[config.mk]
export PLATFORM = sky130hd
export DESIGN_NAME = auxtab_walker
export DESIGN_NICKNAME = d
export VERILOG_FILES = /design/src/rtl/auxtab_pkg.sv /design/src/rtl/auxtab_addr_gen.sv /design/src/rtl/auxtab_leaf_unpack.sv /design/src/rtl/auxtab_walker.sv
export SDC_FILE = /design/constraint.sdc
export NUM_CORES = 1
export LEC_CHECK = 0
export BUFFER_PORTS_ARGS = -buffer_cell sky130_fd_sc_hd__buf_4
export CAP_MARGIN = 20
export CELL_PAD_IN_SITES_DETAIL_PLACEMENT = 2
export CELL_PAD_IN_SITES_GLOBAL_PLACEMENT = 2
export CORE_AREA = 2 2 164 166
export DETAILED_ROUTE_END_ITERATION = 8
export DIE_AREA = 0 0 166 168
export GPL_TIMING_DRIVEN = 0
export PLACE_DENSITY_LB_ADDON = 0.05
export SLEW_MARGIN = 5
export SYNTH_ARGS = -nofsm -noshare
export SYNTH_HDL_FRONTEND = slang
export SYNTH_SLANG_ARGS = --single-unit
[constraint.sdc]
create_clock -name clk -period 7.45 [get_ports clk]
set_input_delay 1.1175 -clock clk [delete_from_list [all_inputs] [get_ports clk]]
set_output_delay 1.1175 -clock clk [all_outputs]
set_load 0.01 [all_outputs]
[src/rtl/auxtab_pkg.sv]
package auxtab_pkg;

  localparam int VA_W       = 48;
  localparam int ENT_W      = 64;
  localparam int IDX_BASE   = 16;
  localparam int VA_HI_W    = VA_W - IDX_BASE;
  localparam int TOP_LSB    = 36;
  localparam int TOP_W      = 12;
  localparam int MID_LSB    = 24;
  localparam int MID_W      = 12;
  localparam int LEAF_LSB   = 16;
  localparam int LEAF_W     = 8;
  localparam int IDX_W      = (TOP_W > MID_W) ? TOP_W : MID_W;
  localparam int ENT_SHIFT  = 3;
  localparam int MID_ALIGN  = 15;
  localparam int LEAF_ALIGN = 13;
  localparam int PTR_W      = VA_W - LEAF_ALIGN;
  localparam int AUX_LSB    = 8;
  localparam int TILE_LSB   = 52;
  localparam int TILE_W     = 2;
  localparam int DEPTH_LSB  = 54;
  localparam int DEPTH_W    = 3;
  localparam int PLANE_BIT  = 57;
  localparam int FMT_LSB    = 58;
  localparam int FMT_W      = 6;

  localparam logic [1:0] LVL_TOP  = 2'd0;
  localparam logic [1:0] LVL_MID  = 2'd1;
  localparam logic [1:0] LVL_LEAF = 2'd2;

  typedef enum logic [1:0] {
    ST_IDLE = 2'd0,
    ST_REQ  = 2'd1,
    ST_WAIT = 2'd2,
    ST_RESP = 2'd3
  } walk_st_t;

  typedef struct packed {
    logic [VA_W-1:0]    aux;
    logic [FMT_W-1:0]   fmt;
    logic               plane;
    logic [DEPTH_W-1:0] depth;
    logic [TILE_W-1:0]  tile;
  } leaf_t;

  // Index for the given level, taken from address bits above the page offset.
  function automatic logic [IDX_W-1:0] level_index(input logic [1:0] lvl,
                                                   input logic [VA_HI_W-1:0] va_hi);
    case (lvl)
      LVL_TOP: return IDX_W'(va_hi[TOP_LSB-IDX_BASE +: TOP_W]);
      LVL_MID: return IDX_W'(va_hi[MID_LSB-IDX_BASE +: MID_W]);
      default: return IDX_W'(va_hi[LEAF_LSB-IDX_BASE +: LEAF_W]);
    endcase
  endfunction

  // Byte address of an 8-byte entry within a table.
  function automatic logic [VA_W-1:0] entry_addr(input logic [VA_W-1:0] tbl,
                                                 input logic [IDX_W-1:0] idx);
    return tbl + (VA_W'(idx) << ENT_SHIFT);
  endfunction

  // Sign-extend bit 47 into the upper bits.
  function automatic logic [ENT_W-1:0] canon(input logic [VA_W-1:0] a);
    return {{(ENT_W-VA_W){a[VA_W-1]}}, a};
  endfunction

  // Next table base from entry bits 47:13; the top level drops two more bits.
  function automatic logic [VA_W-1:0] next_table(input logic [1:0] lvl,
                                                 input logic [PTR_W-1:0] ptr);
    if (lvl == LVL_TOP)
      return {ptr[PTR_W-1:MID_ALIGN-LEAF_ALIGN], MID_ALIGN'(0)};
    else
      return {ptr, LEAF_ALIGN'(0)};
  endfunction

endpackage

[src/rtl/auxtab_addr_gen.sv]
module auxtab_addr_gen
  import auxtab_pkg::*;
(
  input  logic [VA_W-1:0]    tbl,
  input  logic [1:0]         lvl,
  input  logic [VA_HI_W-1:0] va_hi,
  output logic [ENT_W-1:0]   req_addr
);
  logic [IDX_W-1:0] idx;
  logic [VA_W-1:0]  raw_addr;

  assign idx      = level_index(lvl, va_hi);
  assign raw_addr = entry_addr(tbl, idx);
  assign req_addr = canon(raw_addr);
endmodule

[src/rtl/auxtab_leaf_unpack.sv]
module auxtab_leaf_unpack
  import auxtab_pkg::*;
(
  input  logic [ENT_W-1:0] entry,
  output leaf_t            leaf,
  output logic             tile_rsvd
);
  logic unused_fields;

  assign leaf.aux   = {entry[VA_W-1:AUX_LSB], AUX_LSB'(0)};
  assign leaf.tile  = entry[TILE_LSB +: TILE_W];
  assign leaf.depth = entry[DEPTH_LSB +: DEPTH_W];
  assign leaf.plane = entry[PLANE_BIT];
  assign leaf.fmt   = entry[FMT_LSB +: FMT_W];
  // codes 2 and 3 are reserved tile modes
  assign tile_rsvd  = (leaf.tile >= TILE_W'(2));
  assign unused_fields = ^{entry[AUX_LSB-1:0], entry[TILE_LSB-1:VA_W]};
endmodule

[src/rtl/auxtab_walker.sv]
module auxtab_walker
  import auxtab_pkg::*;
(
  input  logic               clk,
  input  logic               rst,
  input  logic [VA_W-1:0]    base_addr,
  input  logic               req_valid,
  output logic               req_ready,
  input  logic [VA_W-1:0]    req_vaddr,
  output logic               mem_req_valid,
  input  logic               mem_req_ready,
  output logic [ENT_W-1:0]   mem_req_addr,
  input  logic               mem_rsp_valid,
  input  logic [ENT_W-1:0]   mem_rsp_data,
  output logic               rsp_valid,
  input  logic               rsp_ready,
  output logic [VA_W-1:0]    rsp_aux_addr,
  output logic [FMT_W-1:0]   rsp_format,
  output logic               rsp_plane,
  output logic [DEPTH_W-1:0] rsp_depth,
  output logic [TILE_W-1:0]  rsp_tile,
  output logic               rsp_fault,
  output logic [1:0]         rsp_fault_level,
  output logic               rsp_tile_err
);
  walk_st_t           st;
  logic [1:0]         lvl;
  logic [VA_HI_W-1:0] va_q;
  logic [VA_W-1:0]    tbl_q;
  leaf_t              res_leaf;
  logic               res_fault;
  logic [1:0]         res_flvl;
  logic               res_terr;

  leaf_t              leaf_d;
  logic               tile_rsvd_d;
  logic               unused_va_lo;

  // named events for the checker
  logic walk_accept;
  logic mem_fire;
  logic walk_waiting;
  logic entry_back;

  assign req_ready     = (st == ST_IDLE);
  assign mem_req_valid = (st == ST_REQ);
  assign rsp_valid     = (st == ST_RESP);
  assign walk_waiting  = (st == ST_WAIT);
  assign walk_accept   = req_valid && req_ready;
  assign mem_fire      = mem_req_valid && mem_req_ready;
  assign entry_back    = walk_waiting && mem_rsp_valid;
  assign unused_va_lo  = ^req_vaddr[IDX_BASE-1:0];

  auxtab_addr_gen u_addr (
    .tbl      (tbl_q),
    .lvl      (lvl),
    .va_hi    (va_q),
    .req_addr (mem_req_addr)
  );

  auxtab_leaf_unpack u_leaf (
    .entry     (mem_rsp_data),
    .leaf      (leaf_d),
    .tile_rsvd (tile_rsvd_d)
  );

  always_ff @(posedge clk) begin
    if (rst) begin
      st        <= ST_IDLE;
      lvl       <= LVL_TOP;
      va_q      <= '0;
      tbl_q     <= '0;
      res_leaf  <= '0;
      res_fault <= 1'b0;
      res_flvl  <= 2'd0;
      res_terr  <= 1'b0;
    end else begin
      case (st)
        ST_IDLE: begin
          if (walk_accept) begin
            va_q      <= req_vaddr[VA_W-1:IDX_BASE];
            tbl_q     <= base_addr;
            lvl       <= LVL_TOP;
            res_leaf  <= '0;
            res_fault <= 1'b0;
            res_flvl  <= 2'd0;
            res_terr  <= 1'b0;
            st        <= ST_REQ;
          end
        end
        ST_REQ: begin
          if (mem_fire) st <= ST_WAIT;
        end
        ST_WAIT: begin
          if (entry_back) begin
            if (!mem_rsp_data[0]) begin
              res_fault <= 1'b1;
              res_flvl  <= 2'(lvl + 2'd1);
              st        <= ST_RESP;
            end else if (lvl == LVL_LEAF) begin
              res_leaf <= leaf_d;
              res_terr <= tile_rsvd_d;
              st       <= ST_RESP;
            end else begin
              tbl_q <= next_table(lvl, mem_rsp_data[VA_W-1:LEAF_ALIGN]);
              lvl   <= 2'(lvl + 2'd1);
              st    <= ST_REQ;
            end
          end
        end
        default: begin
          if (rsp_ready) st <= ST_IDLE;
        end
      endcase
    end
  end

  assign rsp_aux_addr    = res_leaf.aux;
  assign rsp_format      = res_leaf.fmt;
  assign rsp_plane       = res_leaf.plane;
  assign rsp_depth       = res_leaf.depth;
  assign rsp_tile        = res_leaf.tile;
  assign rsp_fault       = res_fault;
  assign rsp_fault_level = res_flvl;
  assign rsp_tile_err    = res_terr;
endmodule

==> results of run 1 <==
==> cells by family (layout without fill, tap and decap cells) <==
family,Yosys count,after routing,share of synthesized area
AOI/OAI and AO/OA,211,211,0.1821
other,1,8,0.0005184
DFF,140,140,0.3875
muxes,1,1,0.001384
xor gates and xnor gates,41,41,0.04965
and+or+nand+nor,431,431,0.2697
buffers and inverters,121,413,0.07870
adders and majority gates,17,17,0.03044
==> registers in the layout, indices dropped and copies added, names as in the netlist <==
name and count:
rsp_plane 1, rsp_aux_addr 40, lvl 2, tbl_q 48, st 2, rsp_fault_level 2, rsp_format 6, rsp_fault 1
rsp_tile_err 1, va_q 32, rsp_depth 3, rsp_tile 2
==> stage by stage <==
step	utilization	setup WS [ps]	area [um2]	hold slack (ps)	std cells
floorplan	-	2612	7259	432.3	970
CTS	0.3882	1670	10230	457.9	1603
global placement	0.3658	1782	9638	437.7	1571
detailed placement	0.3660	2169	9646	447.4	1572
global route	0.3882	1363	10230	470.1	1603
finish	0.3882	1785	10230	458.6	1603
==> layout make-up <==
class                      count  area [um2]
inverter                      21       78.83
tap                          341       426.7
clock inverter                14       158.9
timing repair buffer         261        1959
clock buffer                  17       425.4
multi-input combinational    709        3887
buffer                       100       490.5
sequential                   140        2803
fill                        3087       16120
==> critical path: stages, from the launching register on <==
cell and delay (ps):
dfxtp_1 330, inv_1 130, ha_1 250, or2_2 170, clkbuf_1 360, nor2_1 90, nor2_1 130, ha_1 220
inv_1 70, fa_1 390, nand2b_1 180, a21oi_1 270, o211ai_2 270, a311oi_1 370, xor2_1 380, buf_4 260
buf_4 120, buf_4 110
==> cell usage after synthesis (all sizes together), types with 2 or more instances <==
| library cell | count |
|---|---|
| nand2b | 7 |
| nand4 | 14 |
| a21oi | 129 |
| nand2 | 221 |
| dfxtp | 140 |
| nor3b | 3 |
| nor2b | 4 |
| o22ai | 2 |
| xnor2 | 20 |
| nor2 | 71 |
| a31oi | 10 |
| inv | 20 |
| a32o | 4 |
| ha | 16 |
| or2 | 2 |
| and4 | 2 |
| nor4 | 6 |
| xor2 | 21 |
| buf | 46 |
| nor3 | 5 |
| nor4b | 2 |
| o21a | 3 |
| nand3b | 16 |
| nand3 | 71 |
| o21ai | 4 |
| a211oi | 7 |
| and2 | 2 |
| a311oi | 41 |
| a21o | 3 |
| and3 | 4 |
| clkbuf | 54 |
| o211ai | 4 |
==> per-layer routing <==
layer,up-vias,share of wire,global-route usage
met3,17,0.061,0.05454
met2,186,0.48,0.3743
met4,2,0.011,0.05331
met1,3772,0.45,0.2793
met5,-,0.00042,0
li1,3862,-,-
==> worst paths after layout <==
check,startpoint,end
max,lvl[0],mem_req_addr[56]
min,rsp_format[5],rsp_format[5]
max reg2reg,lvl[0],tbl_q[11]
min reg2reg,rsp_format[5],rsp_format[5]
==> power by group through the flow <==
| stage | Clock [uW] | Combinational (uW) | Sequential (uW) |
|---|---|---|---|
| 3_5_place_dp | 0 | 488 | 854 |
| 4_1_cts | 900 | 491 | 837 |
| 5_1_grt | 931 | 534 | 844 |
| 2_1_floorplan | 0 | 250 | 842 |
| 3_3_place_gp | 0 | 481 | 853 |
| 6_report | 879 | 483 | 837 |
==> run summary, run 1 <==
Clock buffer depth: 2
Worst-path clk slew: 70 ps
Tcrit/Tclk final: 0.7604
Crit path time final: 5665 ps
Gpl congestion: 0.7858
Status: completed
Die area: 27890 um2
Startpoint Class: register
Worst Skew: 12.15 ps
Pleak: 0.004292 uW
Critical path fanouts, max: 13
Logic pwr share: 0.220
#FFs+latches synth: 140
DRC: 0
Mapped Avg Cell Area: 7.511 um2
Core area: 26350 um2
Number of antenna violations at the first check in global routing: 1
Setup violators final: 0
Switching Fraction: 0.3162
First-pass DRT Iterations: 4
DRT Wirelength: 30.91 mm
Fraction of layout cells with a size suffix above 1: 0.2694
Internal power: 1504 uW
Overall die width: 166 um
Layout Nets: 1433
CTS tree: yes
Row count: 60
Clock Sinks: 140
Via Count: 7839
Post_cts resized: 0
CP arrival: 4550 ps
Clock latency on the worst-skew pair: 430 ps
NetSw: 695.3 uW
Max Freq: 176.5 MHz
Post-DP HPWL: 24.23 mm
Total power: 2199 uW
Vias in the first global route: 8302
Synth area leader: dfxtp_1
Largest net degree at the start of global routing: 17
DR vias/cell: 4.890
Slew margin rel.: 0.4762
1st-iter DRT viols: 342
Die height: 168 um
Hold depth: 2
Area Growth Syn to Fin: 41.43%
Worst Path Required: 6330 ps
Crit. End Element: output port
Maxcap violations: 0
Clock root cell: clkbuf_16
Sequential share of the synthesized area: 0.3875
RSZ-0062 raised after global routing: no
H-tree Lvls: 4
ANT nets after route: 0
R2R Setup Slk: 4810 ps
Seq pwr share: 0.381
Top post-synthesis cells by area: dfxtp_1 (39%), nand2_1 (11%), a21oi_1 (8.9%)
Peak VDD IR: 0.1010 mV
First-pass GRT wire length: 47.89 mm
Post-synth top area share: 0.3875
Least-Margin Pin Slew: 785.7 ps
Hold Buf Count CTS: 0
Number of port buffers: 260
Cells after synthesis: 963
Ys async rst share: 0
Hold Path Class: register to register
Pwr dens: 215.0 nW/um2
Setup TNS: 0 ps
Most common cell after layout, fill and taps aside: buf_4
Most frequent cells in the layout: buf_4 (288), nand2_1 (220), dfxtp_1 (140)
Starting density of the core: 0.2745
Synthesized area: 7233 um2
Pins Over Slew Limit: 0
Ant diodes: 0
Drt wl/cell: 19.28 um
Synthesis Warnings: 0
Final Hold Vio Count: 0
Grt total ovfl: 0
Clk pwr share: 0.400
CP Class: register to output port
Cell variety after synth: 50
Ports: 297
Worst r2r path cells: 8
Post-synth EDFFs: 0
Ys flop type: dfxtp_1
Setup Fix Bufs, Post-CTS: 0
CTS Buf Count: 17
Gr usage total: 0.2197
Note: power is estimated with default switching activity, not from simulation.
==> run 2, diff against run 1 <==
--- a/config.mk
+++ b/config.mk
@@ -9,9 +9,9 @@
 export CAP_MARGIN = 20
 export CELL_PAD_IN_SITES_DETAIL_PLACEMENT = 2
 export CELL_PAD_IN_SITES_GLOBAL_PLACEMENT = 2
-export CORE_AREA = 2 2 164 166
+export CORE_AREA = 2 2 181 183
 export DETAILED_ROUTE_END_ITERATION = 8
-export DIE_AREA = 0 0 166 168
+export DIE_AREA = 0 0 183 185
 export GPL_TIMING_DRIVEN = 0
 export PLACE_DENSITY_LB_ADDON = 0.05
 export SLEW_MARGIN = 5
==> constraint.sdc (replaced) <==
create_clock -name clk -period 5.2 [get_ports clk]
set_input_delay 0.78 -clock clk [delete_from_list [all_inputs] [get_ports clk]]
set_output_delay 0.78 -clock clk [all_outputs]
set_load 0.01 [all_outputs]
==> run summary, run 2 (synthesis results as in run 1) <==
Status: completed
Clock latency on the worst-skew pair: 440 ps
Max Freq: 203.8 MHz
Vias in the first global route: 8374
Number of port buffers: 260
Pins Over Slew Limit: 0
Gpl congestion: 0.7574
Clock root cell: clkbuf_16
Slew margin rel.: 0.4422
Most frequent cells in the layout: buf_4 (288), nand2_1 (220), dfxtp_1 (140)
Post-DP HPWL: 25.86 mm
Pwr dens: 306.0 nW/um2
Hold Buf Count CTS: 0
Starting density of the core: 0.2257
DRC: 0
Worst-path clk slew: 60 ps
Number of antenna violations at the first check in global routing: 4
Ports: 297
ANT nets after route: 0
DR vias/cell: 4.720
Pleak: 0.004303 uW
Maxcap violations: 0
DRT Wirelength: 32.86 mm
First-pass GRT wire length: 49.65 mm
CP Class: register to output port
Overall die width: 183 um
Area Growth Syn to Fin: 43.59%
Least-Margin Pin Slew: 836.8 ps
Tcrit/Tclk final: 0.9438
CP arrival: 4130 ps
First-pass DRT Iterations: 4
Max reg flops: 48
Worst Path Required: 4420 ps
Row count: 66
Clock buffer depth: 2
CTS Buf Count: 17
Crit. End Element: output port
Most common cell after layout, fill and taps aside: buf_4
Fraction of layout cells with a size suffix above 1: 0.2771
Layout Nets: 1433
Clock Sinks: 140
Hold Path Class: register to register
Largest net degree at the start of global routing: 17
Final hold slack: 454.6 ps
Via Count: 7897
Biggest register: tbl_q
Core area: 32040 um2
Crit-path max cell delay: 420 ps
Peak VDD IR: 0.2124 mV
Drt wl/cell: 19.64 um
Critical path fanouts, max: 10
1st-iter DRT viols: 286
CP Cell Sequence: inv_1 -> ha_1 -> or2_2 -> clkbuf_2 -> a32o_1 -> ha_1 -> nand4_1 -> a211oi_1 -> a211oi_2 -> nor4_1 -> xor2_1 -> buf_4
RSZ-0062 raised after global routing: no
Gr usage total: 0.1938
Grt total ovfl: 0
Crit path time final: 4908 ps
Fin cells: 1673
Slowest CP cell: ha_1
Most used cell, CP: ha_1
Final Util: 0.3242
Dpl cells: 1639
H-tree Lvls: 4
Die height: 185 um
Startpoint Class: register
Final Hold Vio Count: 0
Total power: 3178 uW
Die area: 33860 um2
Worst Skew: 9.849 ps
CTS tree: yes
Setup violators final: 0
-- run 2: critical path: cells and delay by family (launching register included) --
kind / cells / cell delay, ps
xor gates and xnor gates: 1 / 310
adders and majority gates: 2 / 660
and+or+nand+nor: 3 / 920
AOI/OAI and AO/OA: 3 / 950
buffers and inverters: 3 / 480
DFF: 1 / 360
-- run 2: layer usage --
layer / vias up / track usage / share of wire
li1: 3870 / - / -
met1: 3799 / 0.2486 / 0.46
met2: 187 / 0.3159 / 0.46
met3: 37 / 0.04935 / 0.055
met4: 4 / 0.06752 / 0.023
met5: - / 0 / 0.00070
-- run 2: repair_timing --
| action | 4_1_cts | 5_1_grt |
|---|---|---|
| gates cloned | 0 | 0 |
| buffers inserted | 1 | 0 |
| gates resized for setup | 4 | 11 |
| pin swaps | 2 | 2 |
| endpoints found under the setup margin | 17 | 22 |
-- run 2: through the flow --
step	setup TNS, ps	worst slack [ps]	instance area, um2
after floorplan	0	699.9	7259
after global placement	-4138	-251.8	9722
after detailed placement	0	82.32	9729
after CTS	0	94.58	10360
after global routing	0	58.94	10380
final	0	292.3	10390
-- run 2: worst paths after layout --
kind,startpoint,slack (ps),to,cells after the start
worst max-delay path,lvl[1],290,mem_req_addr[46],12
worst max register to register,lvl[0],2630,tbl_q[11],8
worst min-delay path,rsp_aux_addr[8],450,rsp_aux_addr[8],2
worst min register to register,rsp_aux_addr[8],450,rsp_aux_addr[8],2
-- run 2: where the power goes --
part,switching (uW),internal (uW),total (uW),leakage (uW)
clock network,541,735,1280,0.000282
registers,64.1,1140,1200,0.00114
logic,397,305,702,0.00288
-- run 2: layout make-up --
type	instances	area, um2
antenna	2	5.005
buffer	99	490.5
clock buffer	19	452.9
clock inverter	13	140.1
fill	3751	21650
inverter	21	78.83
multi-input combinational	709	3935
sequential	140	2803
tap	408	510.5
timing repair buffer	262	1971
==> run 3, diff against run 2 <==
--- a/config.mk
+++ b/config.mk
@@ -5,13 +5,13 @@
 export SDC_FILE = /design/constraint.sdc
 export NUM_CORES = 1
 export LEC_CHECK = 0
-export BUFFER_PORTS_ARGS = -buffer_cell sky130_fd_sc_hd__buf_4
 export CAP_MARGIN = 20
 export CELL_PAD_IN_SITES_DETAIL_PLACEMENT = 2
 export CELL_PAD_IN_SITES_GLOBAL_PLACEMENT = 2
-export CORE_AREA = 2 2 181 183
+export CORE_AREA = 2 2 156 158
 export DETAILED_ROUTE_END_ITERATION = 8
-export DIE_AREA = 0 0 183 185
+export DIE_AREA = 0 0 158 160
+export DONT_BUFFER_PORTS = 1
 export GPL_TIMING_DRIVEN = 0
 export PLACE_DENSITY_LB_ADDON = 0.05
 export SLEW_MARGIN = 5
==> run summary, run 3 (synthesis results as in run 1) <==
Worst Skew: 8.662 ps
Largest net degree at the start of global routing: 17
Multi-input logic area: 3955 um2
Max reg flops: 48
Most common cell after layout, fill and taps aside: nand2_1
First-pass GRT wire length: 44.95 mm
CP arrival: 4130 ps
FF/Latch Area: 2803 um2
Peak VDD IR: 0.1640 mV
Max Freq: 203.5 MHz
Number of antenna violations at the first check in global routing: 1
Startpoint Class: register
Crit path time final: 4914 ps
Clock root cell: clkbuf_16
Gpl congestion: 0.7919
Die height: 160 um
RSZ-0062 raised after global routing: no
Pins Over Slew Limit: 0
R2r endpoint: tbl_q[12]
Post-DP HPWL: 22.73 mm
Setup Fix Bufs, Post-CTS: 0
Fraction of layout cells with a size suffix above 1: 0.08782
Setup violators final: 0
Ant diodes: 0
Grt total ovfl: 0
Drt wl/cell: 22.22 um
Maxcap violations: 0
CTS Buf Count: 17
Hold Path Class: register to register
Worst r2r path cells: 8
Least-Margin Pin Slew: 769.0 ps
1st-iter DRT viols: 238
CP Cell Sequence: inv_1 -> ha_1 -> or2_2 -> clkbuf_2 -> a32o_1 -> ha_1 -> nand4_1 -> nor2_1 -> o211ai_4 -> a311oi_4 -> xor2_4 -> buf_6 -> buf_4
Slowest CP cell: ha_1
CP startpoint: lvl[1]
Via Count: 6961
Area Growth Syn to Fin: 15.83%
CTS tree: yes
Final hold slack: 457.3 ps
Biggest register: tbl_q
Layout Nets: 1172
Slew margin rel.: 0.4873
DRC: 0
Worst-path clk slew: 70 ps
Die area: 25280 um2
Crit. End Element: output port
R2R Setup Slk: 2590 ps
ANT nets after route: 0
Core area: 23820 um2
Tcrit/Tclk final: 0.9449
Reg-to-Reg Start: lvl[0]
Overall die width: 158 um
Most used cell, CP: ha_1
Worst Path Required: 4420 ps
Status: completed
Vias in the first global route: 7487
Clock Sinks: 140
Number of port buffers: 0
Pwr dens: 364.9 nW/um2
DR vias/cell: 5.250
Row count: 57
Critical path fanouts, max: 13
First-pass DRT Iterations: 4
Final Hold Vio Count: 0
Setup crit end: mem_req_addr[58]
Most frequent cells in the layout: nand2_1 (220), dfxtp_1 (140), a21oi_1 (128)
Total power: 3057 uW
Starting density of the core: 0.3037
H-tree Lvls: 4
Clock buffer depth: 2
DRT Wirelength: 29.46 mm
CP Class: register to output port
FILL cells: 2810
Ports: 297
Pleak: 0.003038 uW
Clock latency on the worst-skew pair: 440 ps
Gr usage total: 0.2345
Crit-path max cell delay: 440 ps
run 3: area by class of cell:
cell class | instances | area share
clock inverters | 15 | 0.02494
inverters | 21 | 0.009409
multi-input cells | 709 | 0.4721
repair buffers | 1 | 0.001344
plain buffers | 99 | 0.05854
clock buffers | 17 | 0.05078
well taps | 324 | 0.04839
flip-flops and latches | 140 | 0.3345
run 3: what timing repair did:
item                       4_1_cts  5_1_grt
cloned                           0        0
pin swaps                        3        3
setup endpoints to repair       16       23
hold buffers                     0        0
gates resized for setup          4       12
run 3: worst min-delay path by stage:
| stage | to | startpoint | cells past startpoint | slack, ps |
|---|---|---|---|---|
| 5_1_grt | va_q[4] | req_vaddr[20] | 2 | 470 |
| 2_1_floorplan | tbl_q[0] | tbl_q[0] | 2 | 430 |
| 3_3_place_gp | tbl_q[1] | tbl_q[1] | 2 | 440 |
| 4_1_cts | va_q[10] | req_vaddr[26] | 2 | 460 |
| 6_report | tbl_q[2] | tbl_q[2] | 2 | 460 |
| 3_5_place_dp | va_q[17] | va_q[17] | 2 | 450 |
run 3: worst max-delay path, delay by kind of cell, from the launching register on:
family,cells,cell delay [ps]
AOI/OAI and AO/OA,3,920
and+or+nand+nor,3,760
adders and majority gates,2,700
buffers and inverters,4,630
DFF,1,370
xor gates and xnor gates,1,300
run 3: report_power, final:
group / internal (uW) / switching [uW]
clock: 778 / 574
sequential: 1140 / 69.0
combinational: 157 / 343
total: 2070 / 986
run 3: routing by layer:
layer	part of all wire	track usage
met1	0.43	0.2900
met2	0.49	0.3899
met3	0.068	0.07707
met4	0.016	0.06347
met5	0	0
run 3: per-stage QoR:
stage | utilization | setup TNS (ps) | std cells | setup slack (ps) | instance area [um2]
after floorplan | - | 0 | 970 | 699.9 | 7259
after global placement | 0.3218 | -1856 | 1294 | -119.6 | 7665
after detailed placement | 0.3221 | 0 | 1295 | 194.2 | 7672
after CTS | 0.3498 | 0 | 1327 | 38.15 | 8333
after global routing | 0.3517 | 0 | 1326 | 56.83 | 8378
final | 0.3517 | 0 | 1326 | 286.3 | 8378
